`src/rtl/ccb_pkg.sv`:
```
package ccb_pkg;
  localparam int SLOT_W = 20;
  localparam int CA_W   = 7;
  localparam int CD_W   = 16;
  localparam int BUS_W  = 32;
  localparam int REG_AW = 3;

  typedef enum logic [2:0] {
    RA_S1_TX = 3'd0,
    RA_S2_TX = 3'd1,
    RA_S1_RX = 3'd2,
    RA_S2_RX = 3'd3,
    RA_FLAGS = 3'd4
  } reg_addr_e;

  // packed MSB first: s1_tx_empty lands on bit 0
  typedef struct packed {
    logic s2_rx_busy;
    logic s1_rx_busy;
    logic s2_rx_valid;
    logic s1_rx_valid;
    logic both_tx_empty;
    logic s2_tx_empty;
    logic s1_tx_empty;
  } slot_flags_t;

  typedef enum logic {
    ST_IDLE = 1'b0,
    ST_WAIT = 1'b1
  } cmd_state_e;
endpackage

```
`src/rtl/ccb_slot_regs.sv`:
```
module ccb_slot_regs #(
  parameter int SLOT_W  = 20,
  parameter int CD_W    = 16,
  parameter int DIR_BIT = 19,
  parameter int CD_LSB  = 4
) (
  input  logic              clk_i,
  input  logic              rst_ni,
  input  logic              s1_we_i,
  input  logic              s2_we_i,
  input  logic [SLOT_W-1:0] wdata_i,
  input  logic              done_rd_i,
  input  logic [CD_W-1:0]   codec_rdata_i,
  output logic [SLOT_W-1:0] s1_tx_o,
  output logic [SLOT_W-1:0] s2_tx_o,
  output logic [SLOT_W-1:0] s1_rx_o,
  output logic [SLOT_W-1:0] s2_rx_o
);
  logic [SLOT_W-1:0] s1_tx_q, s2_tx_q, s1_rx_q, s2_rx_q;
  logic [SLOT_W-1:0] rx1_next, rx2_next;

  always_comb begin
    rx1_next          = s1_tx_q;
    rx1_next[DIR_BIT] = 1'b0;
    rx2_next          = SLOT_W'(codec_rdata_i) << CD_LSB;
  end

  always_ff @(posedge clk_i or negedge rst_ni) begin
    if (!rst_ni) begin
      s1_tx_q <= '0;
      s2_tx_q <= '0;
    end else begin
      if (s1_we_i) s1_tx_q <= wdata_i;
      if (s2_we_i) s2_tx_q <= wdata_i;
    end
  end

  always_ff @(posedge clk_i or negedge rst_ni) begin
    if (!rst_ni) begin
      s1_rx_q <= '0;
      s2_rx_q <= '0;
    end else if (done_rd_i) begin
      s1_rx_q <= rx1_next;
      s2_rx_q <= rx2_next;
    end
  end

  assign s1_tx_o = s1_tx_q;
  assign s2_tx_o = s2_tx_q;
  assign s1_rx_o = s1_rx_q;
  assign s2_rx_o = s2_rx_q;

  p_rx_hold_r8: assert property (@(posedge clk_i) disable iff (!rst_ni)
    !done_rd_i |=> ($stable(s1_rx_q) && $stable(s2_rx_q)))
    else $error("receive slots changed without read completion");

  p_rx1_dir_clear_r7: assert property (@(posedge clk_i) disable iff (!rst_ni)
    done_rd_i |=> !s1_rx_q[DIR_BIT])
    else $error("direction bit left set in slot-1 receive word");
endmodule

```
`src/rtl/ccb_cmd_fsm.sv`:
```
module ccb_cmd_fsm
  import ccb_pkg::*;
#(
  parameter int CA_W = 7,
  parameter int CD_W = 16
) (
  input  logic            clk_i,
  input  logic            rst_ni,
  input  logic            launch_i,
  input  logic            rnw_i,
  input  logic [CA_W-1:0] addr_i,
  input  logic [CD_W-1:0] wdata_i,
  input  logic            ack_i,
  output logic            req_o,
  output logic            rnw_o,
  output logic [CA_W-1:0] addr_o,
  output logic [CD_W-1:0] wdata_o,
  output logic            idle_o,
  output logic            done_o,
  output logic            done_rd_o
);
  cmd_state_e      state_q;
  logic            rnw_q;
  logic [CA_W-1:0] addr_q;
  logic [CD_W-1:0] wdata_q;

  always_ff @(posedge clk_i or negedge rst_ni) begin
    if (!rst_ni) begin
      state_q <= ST_IDLE;
      rnw_q   <= 1'b0;
      addr_q  <= '0;
      wdata_q <= '0;
    end else begin
      case (state_q)
        ST_IDLE: if (launch_i) begin
          state_q <= ST_WAIT;
          rnw_q   <= rnw_i;
          addr_q  <= addr_i;
          wdata_q <= wdata_i;
        end
        ST_WAIT: if (ack_i) state_q <= ST_IDLE;
        default: state_q <= ST_IDLE;
      endcase
    end
  end

  assign req_o     = (state_q == ST_WAIT);
  assign idle_o    = (state_q == ST_IDLE);
  assign rnw_o     = rnw_q;
  assign addr_o    = addr_q;
  assign wdata_o   = wdata_q;
  assign done_o    = req_o && ack_i;
  assign done_rd_o = done_o && rnw_q;

  p_req_hold_r5: assert property (@(posedge clk_i) disable iff (!rst_ni)
    (req_o && !ack_i) |=> (req_o && $stable(addr_o) && $stable(rnw_o) && $stable(wdata_o)))
    else $error("request dropped or changed before acknowledge");

  p_ack_drop_r5: assert property (@(posedge clk_i) disable iff (!rst_ni)
    (req_o && ack_i) |=> !req_o)
    else $error("request still high after acknowledge");
endmodule

```
`src/rtl/ccb_slot_flags.sv`:
```
module ccb_slot_flags
  import ccb_pkg::*;
(
  input  logic        clk_i,
  input  logic        rst_ni,
  input  logic        s1_we_i,
  input  logic        s2_we_i,
  input  logic        launch_rd_i,
  input  logic        done_i,
  input  logic        done_rd_i,
  input  logic        rd_rx1_i,
  input  logic        rd_rx2_i,
  output slot_flags_t flags_o
);
  slot_flags_t flags_q, flags_d;

  always_comb begin
    flags_d = flags_q;
    // transmit slots: a fresh write beats the acknowledge
    if (s1_we_i)     flags_d.s1_tx_empty = 1'b0;
    else if (done_i) flags_d.s1_tx_empty = 1'b1;
    if (s2_we_i)     flags_d.s2_tx_empty = 1'b0;
    else if (done_i) flags_d.s2_tx_empty = 1'b1;
    flags_d.both_tx_empty = flags_d.s1_tx_empty && flags_d.s2_tx_empty;
    // receive slots: completion beats a consuming read
    if (done_rd_i) begin
      flags_d.s1_rx_valid = 1'b1;
      flags_d.s2_rx_valid = 1'b1;
    end else begin
      if (rd_rx1_i) flags_d.s1_rx_valid = 1'b0;
      if (rd_rx2_i) flags_d.s2_rx_valid = 1'b0;
    end
    if (launch_rd_i) begin
      flags_d.s1_rx_busy = 1'b1;
      flags_d.s2_rx_busy = 1'b1;
    end else if (done_rd_i) begin
      flags_d.s1_rx_busy = 1'b0;
      flags_d.s2_rx_busy = 1'b0;
    end
  end

  always_ff @(posedge clk_i or negedge rst_ni) begin
    if (!rst_ni) begin
      flags_q               <= '0;
      flags_q.s1_tx_empty   <= 1'b1;
      flags_q.s2_tx_empty   <= 1'b1;
      flags_q.both_tx_empty <= 1'b1;
    end else begin
      flags_q <= flags_d;
    end
  end

  assign flags_o = flags_q;

  p_busy_hold_r6: assert property (@(posedge clk_i) disable iff (!rst_ni)
    (flags_q.s1_rx_busy && !done_rd_i) |=> flags_q.s1_rx_busy)
    else $error("receive busy cleared before read completion");

  p_valid_set_r7: assert property (@(posedge clk_i) disable iff (!rst_ni)
    done_rd_i |=> (flags_q.s1_rx_valid && flags_q.s2_rx_valid &&
                   !flags_q.s1_rx_busy && !flags_q.s2_rx_busy))
    else $error("read completion did not update receive flags");

  p_tx_empty_ack_r5: assert property (@(posedge clk_i) disable iff (!rst_ni)
    (done_i && !s2_we_i) |=> (flags_q.s1_tx_empty && flags_q.s2_tx_empty))
    else $error("transmit empty not restored by acknowledge");
endmodule

```
`src/rtl/ccb_top.sv`:
```
module ccb_top
  import ccb_pkg::*;
#(
  parameter int SLOT_W = ccb_pkg::SLOT_W,
  parameter int CA_W   = ccb_pkg::CA_W,
  parameter int CD_W   = ccb_pkg::CD_W,
  parameter int BUS_W  = ccb_pkg::BUS_W,
  parameter int REG_AW = ccb_pkg::REG_AW
) (
  input  logic              clk_i,
  input  logic              rst_ni,
  input  logic              reg_wr_i,
  input  logic              reg_rd_i,
  input  logic [REG_AW-1:0] reg_addr_i,
  input  logic [BUS_W-1:0]  reg_wdata_i,
  output logic [BUS_W-1:0]  reg_rdata_o,
  output logic              cdc_req_o,
  output logic              cdc_rnw_o,
  output logic [CA_W-1:0]   cdc_addr_o,
  output logic [CD_W-1:0]   cdc_wdata_o,
  input  logic              cdc_ack_i,
  input  logic [CD_W-1:0]   cdc_rdata_i
);
  localparam int DIR_BIT = SLOT_W - 1;
  localparam int CA_LSB  = DIR_BIT - CA_W;
  localparam int CD_LSB  = SLOT_W - CD_W;

  logic sel_s1_tx, sel_s2_tx, sel_s1_rx, sel_s2_rx, sel_flags;
  logic s1_we, s2_we, launch, idle, done, done_rd;
  logic [SLOT_W-1:0] s1_tx, s2_tx, s1_rx, s2_rx;
  slot_flags_t flags;

  assign sel_s1_tx = (reg_addr_i == REG_AW'(RA_S1_TX));
  assign sel_s2_tx = (reg_addr_i == REG_AW'(RA_S2_TX));
  assign sel_s1_rx = (reg_addr_i == REG_AW'(RA_S1_RX));
  assign sel_s2_rx = (reg_addr_i == REG_AW'(RA_S2_RX));
  assign sel_flags = (reg_addr_i == REG_AW'(RA_FLAGS));

  // slot-1 writes while a command is in flight are dropped
  assign s1_we  = reg_wr_i && sel_s1_tx && idle;
  assign s2_we  = reg_wr_i && sel_s2_tx;
  assign launch = s1_we;

  ccb_slot_regs #(
    .SLOT_W (SLOT_W),
    .CD_W   (CD_W),
    .DIR_BIT(DIR_BIT),
    .CD_LSB (CD_LSB)
  ) u_regs (
    .clk_i        (clk_i),
    .rst_ni       (rst_ni),
    .s1_we_i      (s1_we),
    .s2_we_i      (s2_we),
    .wdata_i      (reg_wdata_i[SLOT_W-1:0]),
    .done_rd_i    (done_rd),
    .codec_rdata_i(cdc_rdata_i),
    .s1_tx_o      (s1_tx),
    .s2_tx_o      (s2_tx),
    .s1_rx_o      (s1_rx),
    .s2_rx_o      (s2_rx)
  );

  // command fields come straight from the bus word for slot 1, staged word for slot 2
  ccb_cmd_fsm #(
    .CA_W(CA_W),
    .CD_W(CD_W)
  ) u_fsm (
    .clk_i    (clk_i),
    .rst_ni   (rst_ni),
    .launch_i (launch),
    .rnw_i    (reg_wdata_i[DIR_BIT]),
    .addr_i   (reg_wdata_i[CA_LSB +: CA_W]),
    .wdata_i  (s2_tx[CD_LSB +: CD_W]),
    .ack_i    (cdc_ack_i),
    .req_o    (cdc_req_o),
    .rnw_o    (cdc_rnw_o),
    .addr_o   (cdc_addr_o),
    .wdata_o  (cdc_wdata_o),
    .idle_o   (idle),
    .done_o   (done),
    .done_rd_o(done_rd)
  );

  ccb_slot_flags u_flags (
    .clk_i      (clk_i),
    .rst_ni     (rst_ni),
    .s1_we_i    (s1_we),
    .s2_we_i    (s2_we),
    .launch_rd_i(launch && reg_wdata_i[DIR_BIT]),
    .done_i     (done),
    .done_rd_i  (done_rd),
    .rd_rx1_i   (reg_rd_i && sel_s1_rx),
    .rd_rx2_i   (reg_rd_i && sel_s2_rx),
    .flags_o    (flags)
  );

  always_comb begin
    reg_rdata_o = '0;
    if (sel_s1_tx)      reg_rdata_o = BUS_W'(s1_tx);
    else if (sel_s2_tx) reg_rdata_o = BUS_W'(s2_tx);
    else if (sel_s1_rx) reg_rdata_o = BUS_W'(s1_rx);
    else if (sel_s2_rx) reg_rdata_o = BUS_W'(s2_rx);
    else if (sel_flags) reg_rdata_o = BUS_W'(flags);
  end

  p_no_launch_r2: assert property (@(posedge clk_i) disable iff (!rst_ni)
    (reg_wr_i && sel_s2_tx && !cdc_req_o) |=> !cdc_req_o)
    else $error("slot-2 write started a command");

  p_busy_read_r6: assert property (@(posedge clk_i) disable iff (!rst_ni)
    (cdc_req_o && cdc_rnw_o) |-> (flags.s1_rx_busy && flags.s2_rx_busy))
    else $error("pending read without busy flags");

  p_s1_frozen_r10: assert property (@(posedge clk_i) disable iff (!rst_ni)
    (cdc_req_o && !cdc_ack_i) |=> $stable(s1_tx))
    else $error("slot-1 word changed during pending command");
endmodule

```
`config.mk`:
```
export PLATFORM = sky130hd
export DESIGN_NAME = ccb_top
export DESIGN_NICKNAME = d
export VERILOG_FILES = /design/src/rtl/ccb_pkg.sv /design/src/rtl/ccb_slot_regs.sv /design/src/rtl/ccb_cmd_fsm.sv /design/src/rtl/ccb_slot_flags.sv /design/src/rtl/ccb_top.sv
export SDC_FILE = /design/constraint.sdc
export NUM_CORES = 1
export LEC_CHECK = 0
export BUFFER_PORTS_ARGS = -buffer_cell sky130_fd_sc_hd__buf_2
export CORE_AREA = 2 2 122 94
export DETAILED_ROUTE_END_ITERATION = 8
export DIE_AREA = 0 0 124 96
export PLACE_DENSITY_LB_ADDON = 0.08
export SLEW_MARGIN = 20
export SYNTH_ARGS = -nofsm -noshare
export SYNTH_HDL_FRONTEND = slang
export SYNTH_HIERARCHICAL = 1
export SYNTH_SLANG_ARGS = --single-unit
```
`constraint.sdc`:
```
create_clock -name clk_i -period 1.5 [get_ports clk_i]
set_input_delay 0.075 -clock clk_i [delete_from_list [all_inputs] [get_ports clk_i]]
set_output_delay 0.075 -clock clk_i [all_outputs]
set_load 0.005 [all_outputs]
```
* Yosys cells after proc, flatten, opt, wreduce, memory -nomap -nowiden
Cells that the tools add are included. Widths: inputs -> output; s select.
Cells by class: reduce and logical (&&, ||, !) cells 14, bitwise operators 1, eq/ne operators 4, muxes and demuxes 17
Operator list (count):
- $mux 20 | 4
- $logic_and 1x1->1 | 9
- $mux 1 | 8
- $mux 7 | 1
- $eq 3x2->1 const B | 2
- $mux 2 | 3
- $reduce_bool 2->1 | 3
- $eq 3x1->1 const B | 1
- $eq 3x3->1 const B | 1
- $logic_not 3->1 | 1
- $pmux 1 s2 | 1
- $reduce_and 2->1 | 1
- $not 1->1 | 1
Word-level totals: output and inout port bits 57, flip-flop bits (word level) 107, input port bits 56, logic and storage cells 51

* Depth between registers and ports, before layout
Gate-level depths: netlist of run 1.
word-level depth 6, depth in mapped cells 8, mapped depth without buffers 4

* By module
The synthesis of run 1 kept the hierarchy.
Modules (own cells, without submodules):
- ccb_slot_regs | cells each 164, area each 2966.6 um^2, times used 1, sequential area each 1876.8 um^2
- ccb_cmd_fsm | cells each 57, area each 1034.7 um^2, times used 1, sequential area each 625.6 um^2
- ccb_top | cells each 93, area each 907.1 um^2, times used 1, sequential area each 0.0 um^2
- ccb_slot_flags | cells each 19, area each 220.2 um^2, times used 1, sequential area each 153.9 um^2

* Worst setup path after synthesis of run 1
OpenSTA, ideal clock, no wires.
path type input to register, start point input port reg_addr_i[0], end point register u_fsm.wdata_q[10], in the netlist u_fsm/wdata_o[10], buffers on the path 5, setup slack -0.171 ns, stages 8, data required time 1.375 ns, setup time 0.125 ns, arrival 1.546 ns, path through buf_6 -> buf_12 -> buf_8 -> and4b_1 -> nor2b_1 -> buf_6 -> buf_6 -> mux2_4
On the way: cells in the longest elaborated chain, start to end 4
RTL lines:
- start: declaration | line ccb_top.sv:14 | input logic [REG_AW-1:0] reg_addr_i,
- $logic_not 3->1 | line ccb_top.sv:33 | assign sel_s1_tx = (reg_addr_i == REG_AW'(RA_S1_TX));
- $logic_and 1x1->1 (2 in a row) | line ccb_top.sv:40 | assign s1_we = reg_wr_i && sel_s1_tx && idle;
- named net launch | line ccb_top.sv:29 | logic s1_we, s2_we, launch, idle, done, done_rd;
- $reduce_and 2->1 (no line)
- end signal: assignment | line ccb_cmd_fsm.sv:39 | wdata_q <= wdata_i;
- end: declaration | line ccb_cmd_fsm.sv:25 | logic [CD_W-1:0] wdata_q;
The timed path passes the listed nets, and every way through them passes these cells. A chain may end at the register's enable or synchronous reset.

* Worst setup path in the final report of run 1
start point register u_regs.s2_rx_q[18], in the netlist u_regs/s2_rx_o[18], end point output port reg_rdata_o[18]
On the way: cells in the longest elaborated chain, start to end 4
RTL lines:
- start: declaration | line ccb_slot_regs.sv:19 | logic [SLOT_W-1:0] s1_tx_q, s2_tx_q, s1_rx_q, s2_rx_q;
- start signal: assignment | line ccb_slot_regs.sv:44 | s2_rx_q <= rx2_next;
- $mux 20 | line ccb_top.sv:102 | else if (sel_s2_rx) reg_rdata_o = BUS_W'(s2_rx);
- $mux 20 | line ccb_top.sv:101 | else if (sel_s1_rx) reg_rdata_o = BUS_W'(s1_rx);
- $mux 20 | line ccb_top.sv:100 | else if (sel_s2_tx) reg_rdata_o = BUS_W'(s2_tx);
- $mux 20 | line ccb_top.sv:99 | if (sel_s1_tx) reg_rdata_o = BUS_W'(s1_tx);
- end: declaration | line ccb_top.sv:16 | output logic [BUS_W-1:0] reg_rdata_o,
No other way between the ends.

==> impl_metrics.py, run 1 <==
metrics = {
    "logic_synthesis": {
        "yosysSeqAreaShare_pct": 51.79,
        "yosys_warnings": 6,
        "synth_edf_count": 0,
        "synth_flop_cell": "dfrtp_1",
        "syn_area_per_cell_um2": 15.40,
        "ys_seq_elements": 106,
        "synthesis.area_mm2": 0.005129,
        "syn_inst": 333,
        "synthDistinctLibCells": 31,
        "synthArstFlopShare_pct": 100.0,
    },
    "grt": {
        "grt_overflow": 0,
        "antenna_found_initial": 1,
        "grt_first_pass_wirelength_um": 18250,
        "grt_usage_pct": 20.54,
        "grt_max_degree": 41,
        "grt_pass1_vias": 3362,
    },
    "sta": {
        "slew_violations": 0,
        "setup_viol_count_final": 31,
        "fin_crit_sh_pct": 103.6,
        "max_freq_mhz": 643.4,
        "fin_ws_ps": -54.33,
        "rsz0062_at_grt": "yes",
        "setup-tns-final_ps": -873.0,
        "fin_skew_ps": 8.065,
        "fin_crit_ps": 1554,
        "hold_viol": 0,
    },
    "drt": {
        "first_pass_iters": 4,
        "drtIter0Drc": 172,
        "viasPerCell": 4.997,
        "vias": 3278,
        "drtAntennaViolNets": 0,
        "detail_route.wl_per_cell_um": 17.53,
        "routed_wl_um": 11500,
        "drc": 0,
    },
    "die": {
        "die_w_um": 124,
        "dieArea_mm2": 0.01190,
        "coreArea_mm2": 0.01074,
        "fp-row-count": 33,
        "pin_count": 113,
        "die_h_um": 96,
        "initial_core_util_pct": 47.77,
    },
    "clock_tree": {
        "clock_sinks": 106,
        "clk_pin_slew_worst_paths_ps": 70,
        "ctsHtreeMaxLevel": 3,
        "clockBufferDepth": 2,
        "cts_tree": "done",
        "cts-root-buf": "clkbuf_16",
        "clkLatencyLatePin_ps": 340,
        "numCtsBuffers": 9,
    },
    "placed_design": {
        "dpl_cell_area_mm2": 0.005713,
        "place_inst": 560,
        "hpwl_um": 7330,
        "gp_congestion": 0.7110,
        "io_buffers": 88,
    },
    "final_layout": {
        "final_cell_mix": "dfrtp_1, buf_2, buf_4",
        "stdcell_count": 656,
        "nets": 566,
        "layout_commonest_cell": "dfrtp_1",
        "layout-drive-gt1-share_pct": 57.67,
        "syn_to_final_growth_pct": 32.86,
        "final_util_pct": 63.47,
        "final_cell_area_mm2": 0.006814,
    },
    "power_and_ir_drop": {
        "p_sw_share_pct": 24.60,
        "seqPwrFrac_pct": 43.5,
        "power_density_mw_per_mm2": 1453,
        "power_leakage_uw": 0.003304,
        "switchingPower_uw": 2434,
        "comb_power_share_pct": 29.7,
        "irDropWorstVdd_v": 0.0007360,
        "intPower_uw": 7463,
        "power_uw": 9898,
        "clkPwrFrac_pct": 26.8,
    },
    "worst_setup_path": {
        "worstPathRequired_ps": 1420,
        "worstPathMaxFanout": 2,
        "crit_type": "register to primary output",
        "cp-start-kind": "register",
        "worstSetupEndpointType": "primary output",
        "arrival_ps": 1480,
    },
    "min_path": {
        "min_path_type": "primary input to register",
    },
    "outcome": {
        "violations": "setup timing",
        "status": "finished, violations left",
    },
    "flow_run": {
        "maxCapViolCount": 0,
    },
}
-- through the flow --
step           setup slack, ps  hold slack, ps
2_1_floorplan           -119.0          -220.6
3_3_place_gp            -11.31           40.34
3_5_place_dp            -38.63           36.62
4_1_cts                 -59.64           2.105
5_1_grt                 -110.7           9.802
6_report                -54.33           14.92
-- final cells by class --
type	instances	area, um^2
Antenna cell	1	2.502
Timing Repair Buffer	190	1390
Sequential cell	106	2656
Clock inverter	5	102.6
Inverter	4	15.01
Tap cell	140	175.2
Multi-Input combinational cell	199	2240
Clock buffer	11	232.7
Fill cell	821	3921
-- flip-flops by register name (all words and copies together), names as in the netlist --
signal           count
u_fsm/addr_o         7
u_regs/s1_tx_o      20
u_regs/s2_tx_o      20
u_fsm/rnw_o          1
u_regs/s2_rx_o      16
u_flags/flags_o      6
u_regs/s1_rx_o      19
u_fsm/req_o          1
u_fsm/wdata_o       16
-- Yosys cell counts (6+ instances only) --
master	n	area [um^2]
a311o_1	6	60.06
and3_1	7	43.79
mux2i_1	14	140.1
buf_2	7	35.03
o22ai_1	6	37.54
nor2b_1	15	93.84
nor2_1	8	30.03
mux2_2	50	563.0
mux4_2	12	270.3
buf_4	18	135.1
mux2_4	49	735.7
dfrtp_1	103	2577
-- per-layer routing --
layer  wire length, um  share of wire (%)  up-vias  GRT usage (%)
met1              5575                 48     1669          29.71
met4                85               0.74        0          4.682
met5                 0                  0        -              0
met2              5258                 46       84          31.41
li1                  -                  -     1517              -
met3               582                5.1        8          5.154
-- logic make-up after synthesis --
kind of cell | share of synthesized area (%)
other | 0.1464
AO/OA/AOI/OAI | 2.659
AND/OR/NAND/NOR | 4.489
flip-flops | 51.79
multiplexers | 33.84
buffers and inverters | 7.075
-- power groups by stage --
stage	clock (uW)	sequential (uW)	combinational (uW)
6_report	2650	4310	2940
5_1_grt	2850	4420	3200
4_1_cts	2720	4310	2680
3_5_place_dp	0	4380	2270
3_3_place_gp	0	4360	2220
2_1_floorplan	0	4230	1640
-- worst max-delay path: stages (launching register included) --
cell and delay, ps:
dfrtp_1 390, mux4_2 470, nor2b_4 140, buf_2 130
-- repair_timing --
action | in CTS | in global routing
hold endpoints to repair | 84 | 0
buffers inserted | 25 | 18
hold buffers | 36 | 0
endpoints found under the setup margin | 39 | 57
gates resized for setup | 6 | 16
pin swaps | 0 | 2
-- path summary, 6_finish.rpt --
kind / to / slack (ps) / cells past startpoint / from
worst min register to register: u_flags/flags_o[1]$_DFF_PN1_ / 500 / 2 / u_flags/flags_o[1]$_DFF_PN1_
worst max register to register: u_fsm/addr_o[6]$_DFFE_PN0P_ / -40 / 5 / u_fsm/req_o$_DFF_PN0_
max in group asynchronous: u_regs/s1_tx_o[9]$_DFFE_PN0P_ / 720 / 3 / rst_ni
worst min-delay path: u_regs/s1_tx_o[0]$_DFFE_PN0P_ / 10 / 2 / reg_wdata_i[0]
worst max-delay path: reg_rdata_o[18] / -50 / 3 / u_regs/s2_rx_o[18]$_DFFE_PN0P_
min in group asynchronous: u_regs/s1_tx_o[1]$_DFFE_PN0P_ / 210 / 2 / rst_ni
(Power assumes the default switching activity.)
==> inputs of run 2 (changes only) <==
--- a/config.mk
+++ b/config.mk
@@ -10,6 +10,7 @@
 export DETAILED_ROUTE_END_ITERATION = 8
 export DIE_AREA = 0 0 124 96
 export PLACE_DENSITY_LB_ADDON = 0.08
+export SKIP_LAST_GASP = 1
 export SLEW_MARGIN = 20
 export SYNTH_ARGS = -nofsm -noshare
 export SYNTH_HDL_FRONTEND = slang
==> constraint.sdc (replaced) <==
create_clock -name clk_i -period 1.3 [get_ports clk_i]
set_input_delay 0.065 -clock clk_i [delete_from_list [all_inputs] [get_ports clk_i]]
set_output_delay 0.065 -clock clk_i [all_outputs]
set_load 0.005 [all_outputs]
==> run 2 against run 1 <==
The run still ends with setup timing left. Via count up 5.1%. Clock skew about the same. Sequential share of layout area down 1.8 points. Setup slack worse by 220 ps. Largest cell class unchanged.
==> impl_metrics.py, run 2 (synthesis results as in run 1) <==
metrics = {
    "outcome": {
        "status": "finished, violations left",
        "violations": "setup timing",
    },
    "worst_setup_path": {
        "max_stage_delay_ps": 380,
        "cp_slowest_cell": "dfrtp_1",
        "arrival_ps": 1800,
        "worstSetupEndpointType": "register",
        "r2r_start": "u_fsm/req_o$_DFF_PN0_",
        "worstPathRequired_ps": 1530,
        "path_cells": "inv_1 -> and4b_2 -> nor2b_4 -> buf_12 -> clkbuf_16 -> mux2_4",
        "cp-startpoint": "u_fsm/req_o$_DFF_PN0_",
        "crit_type": "register to register",
        "cp-start-kind": "register",
        "worstPathMaxFanout": 6,
    },
    "sta": {
        "finalHoldWorstSlack_ps": 20.72,
        "max_freq_mhz": 636.6,
        "setup-tns-final_ps": -16460,
        "setup_viol_count_final": 102,
        "hold_viol": 0,
        "rsz0062_at_grt": "yes",
        "slew_violations": 0,
        "fin_crit_sh_pct": 120.8,
        "fin_skew_ps": 8.097,
        "fin_ws_ps": -270.9,
        "fin_crit_ps": 1571,
    },
    "clock_tree": {
        "clock_sinks": 106,
        "ctsHtreeMaxLevel": 3,
        "clkLatencyLatePin_ps": 350,
        "numCtsBuffers": 9,
        "clockBufferDepth": 2,
        "clk_pin_slew_worst_paths_ps": 70,
        "cts-root-buf": "clkbuf_16",
        "cts_tree": "done",
    },
    "die": {
        "initial_core_util_pct": 47.77,
        "die_h_um": 96,
        "coreArea_mm2": 0.01074,
        "pin_count": 113,
        "dieArea_mm2": 0.01190,
        "die_w_um": 124,
        "fp-row-count": 33,
    },
    "drt": {
        "first_pass_iters": 4,
        "detail_route.wl_per_cell_um": 17.77,
        "viasPerCell": 5.080,
        "drtAntennaViolNets": 0,
        "drtIter0Drc": 212,
        "drc": 0,
        "routed_wl_um": 12050,
        "vias": 3444,
    },
    "power_and_ir_drop": {
        "irDropWorstVdd_v": 0.0007839,
        "power_density_mw_per_mm2": 1607,
        "power_leakage_uw": 0.003456,
    },
    "flow_run": {
        "maxCapViolCount": 0,
    },
    "min_path": {
        "min_path_type": "primary input to register",
        "min_from": "reg_wdata_i[19]",
    },
    "final_layout": {
        "final_cell_mix": "dfrtp_1, buf_2, buf_4",
        "layout_commonest_cell": "dfrtp_1",
        "final_cell_area_mm2": 0.007147,
        "fill_cells": 813,
        "antenna_cells": 0,
        "layout-drive-gt1-share_pct": 59.48,
        "stdcell_count": 678,
        "syn_to_final_growth_pct": 39.35,
        "nets": 589,
    },
    "grt": {
        "grt_first_pass_wirelength_um": 18370,
        "grt_max_degree": 59,
        "grt_overflow": 0,
        "grt_pass1_vias": 3475,
        "antenna_found_initial": 0,
        "grt_usage_pct": 20.95,
    },
    "placed_design": {
        "hpwl_um": 7316,
        "dpl_cell_area_mm2": 0.005756,
        "io_buffers": 88,
        "gp_congestion": 0.7559,
        "place_inst": 564,
    },
}
## run 2: changes by cell type in the layout (fill, tap and decap cells not counted), moves of 3 or more
cell / delta
buf_12: +7
nor2b_4: -3
nor2b_1: +3
clkinv_4: +5
buf_4: +7
## run 2: worst paths after layout
kind / end / slack, ps / cells after the start
max: u_fsm/wdata_o[3]$_DFFE_PN0P_ / -270 / 6
max reg2reg: u_fsm/wdata_o[3]$_DFFE_PN0P_ / -270 / 6
min: u_fsm/rnw_o$_DFFE_PN0P_ / 20 / 2
min in group asynchronous: u_regs/s2_tx_o[1]$_DFFE_PN0P_ / 250 / 3
max in group asynchronous: u_flags/flags_o[1]$_DFF_PN1_ / 760 / 3
min reg2reg: u_flags/flags_o[1]$_DFF_PN1_ / 500 / 2
## run 2: through the flow
| step | utilization (%) | setup slack (ps) | total power [uW] |
|---|---|---|---|
| after detailed placement | 53.61 | -230.7 | 7697 |
| after global placement | 53.61 | -198.0 | 7624 |
| after CTS | 64.27 | -244.2 | 11230 |
| after floorplan | - | -309.0 | 6776 |
| final | 66.57 | -270.9 | 11480 |
| after global routing | 66.57 | -323.0 | 12100 |
## run 2: power breakdown
group	switching [uW]	total [uW]	leakage, uW	internal, uW
combinational	1050	3550	0.00198	2490
sequential	618	4960	0.00131	4350
clock	1270	2970	0.000160	1710
total	2940	11500	0.00346	8540
## run 2: critical path, delay by kind of cell, from the launching register on
kind / cells / cell delay, ps
AND/OR/NAND/NOR: 2 / 420
flip-flops: 1 / 380
buffers and inverters: 3 / 370
multiplexers: 1 / 290
## run 2: metal layers
metal	track usage [%]	wire length, um	share of wire, %
met1	29.70	5835	48
met2	32.74	5429	45
met3	4.621	627	5.2
met4	5.805	159	1.3
met5	0	0	0
## run 2: layout make-up
type | instances | area, um^2 | share of cell area (%)
Inverter | 4 | 15.01 | 0.2101
Multi-Input combinational cell | 199 | 2237 | 31.30
Tap cell | 140 | 175.2 | 2.451
Clock buffer | 9 | 225.2 | 3.151
Sequential cell | 106 | 2656 | 37.17
Clock inverter | 7 | 103.9 | 1.453
Timing Repair Buffer | 213 | 1734 | 24.26
## run 2: repair_timing
item	4_1_cts	5_1_grt
hold endpoints to repair	168	0
cloned	2	2
pin swaps	3	4
hold buffers	37	0
gates resized for setup	22	16
buffers inserted	39	18
setup endpoints to repair	99	105
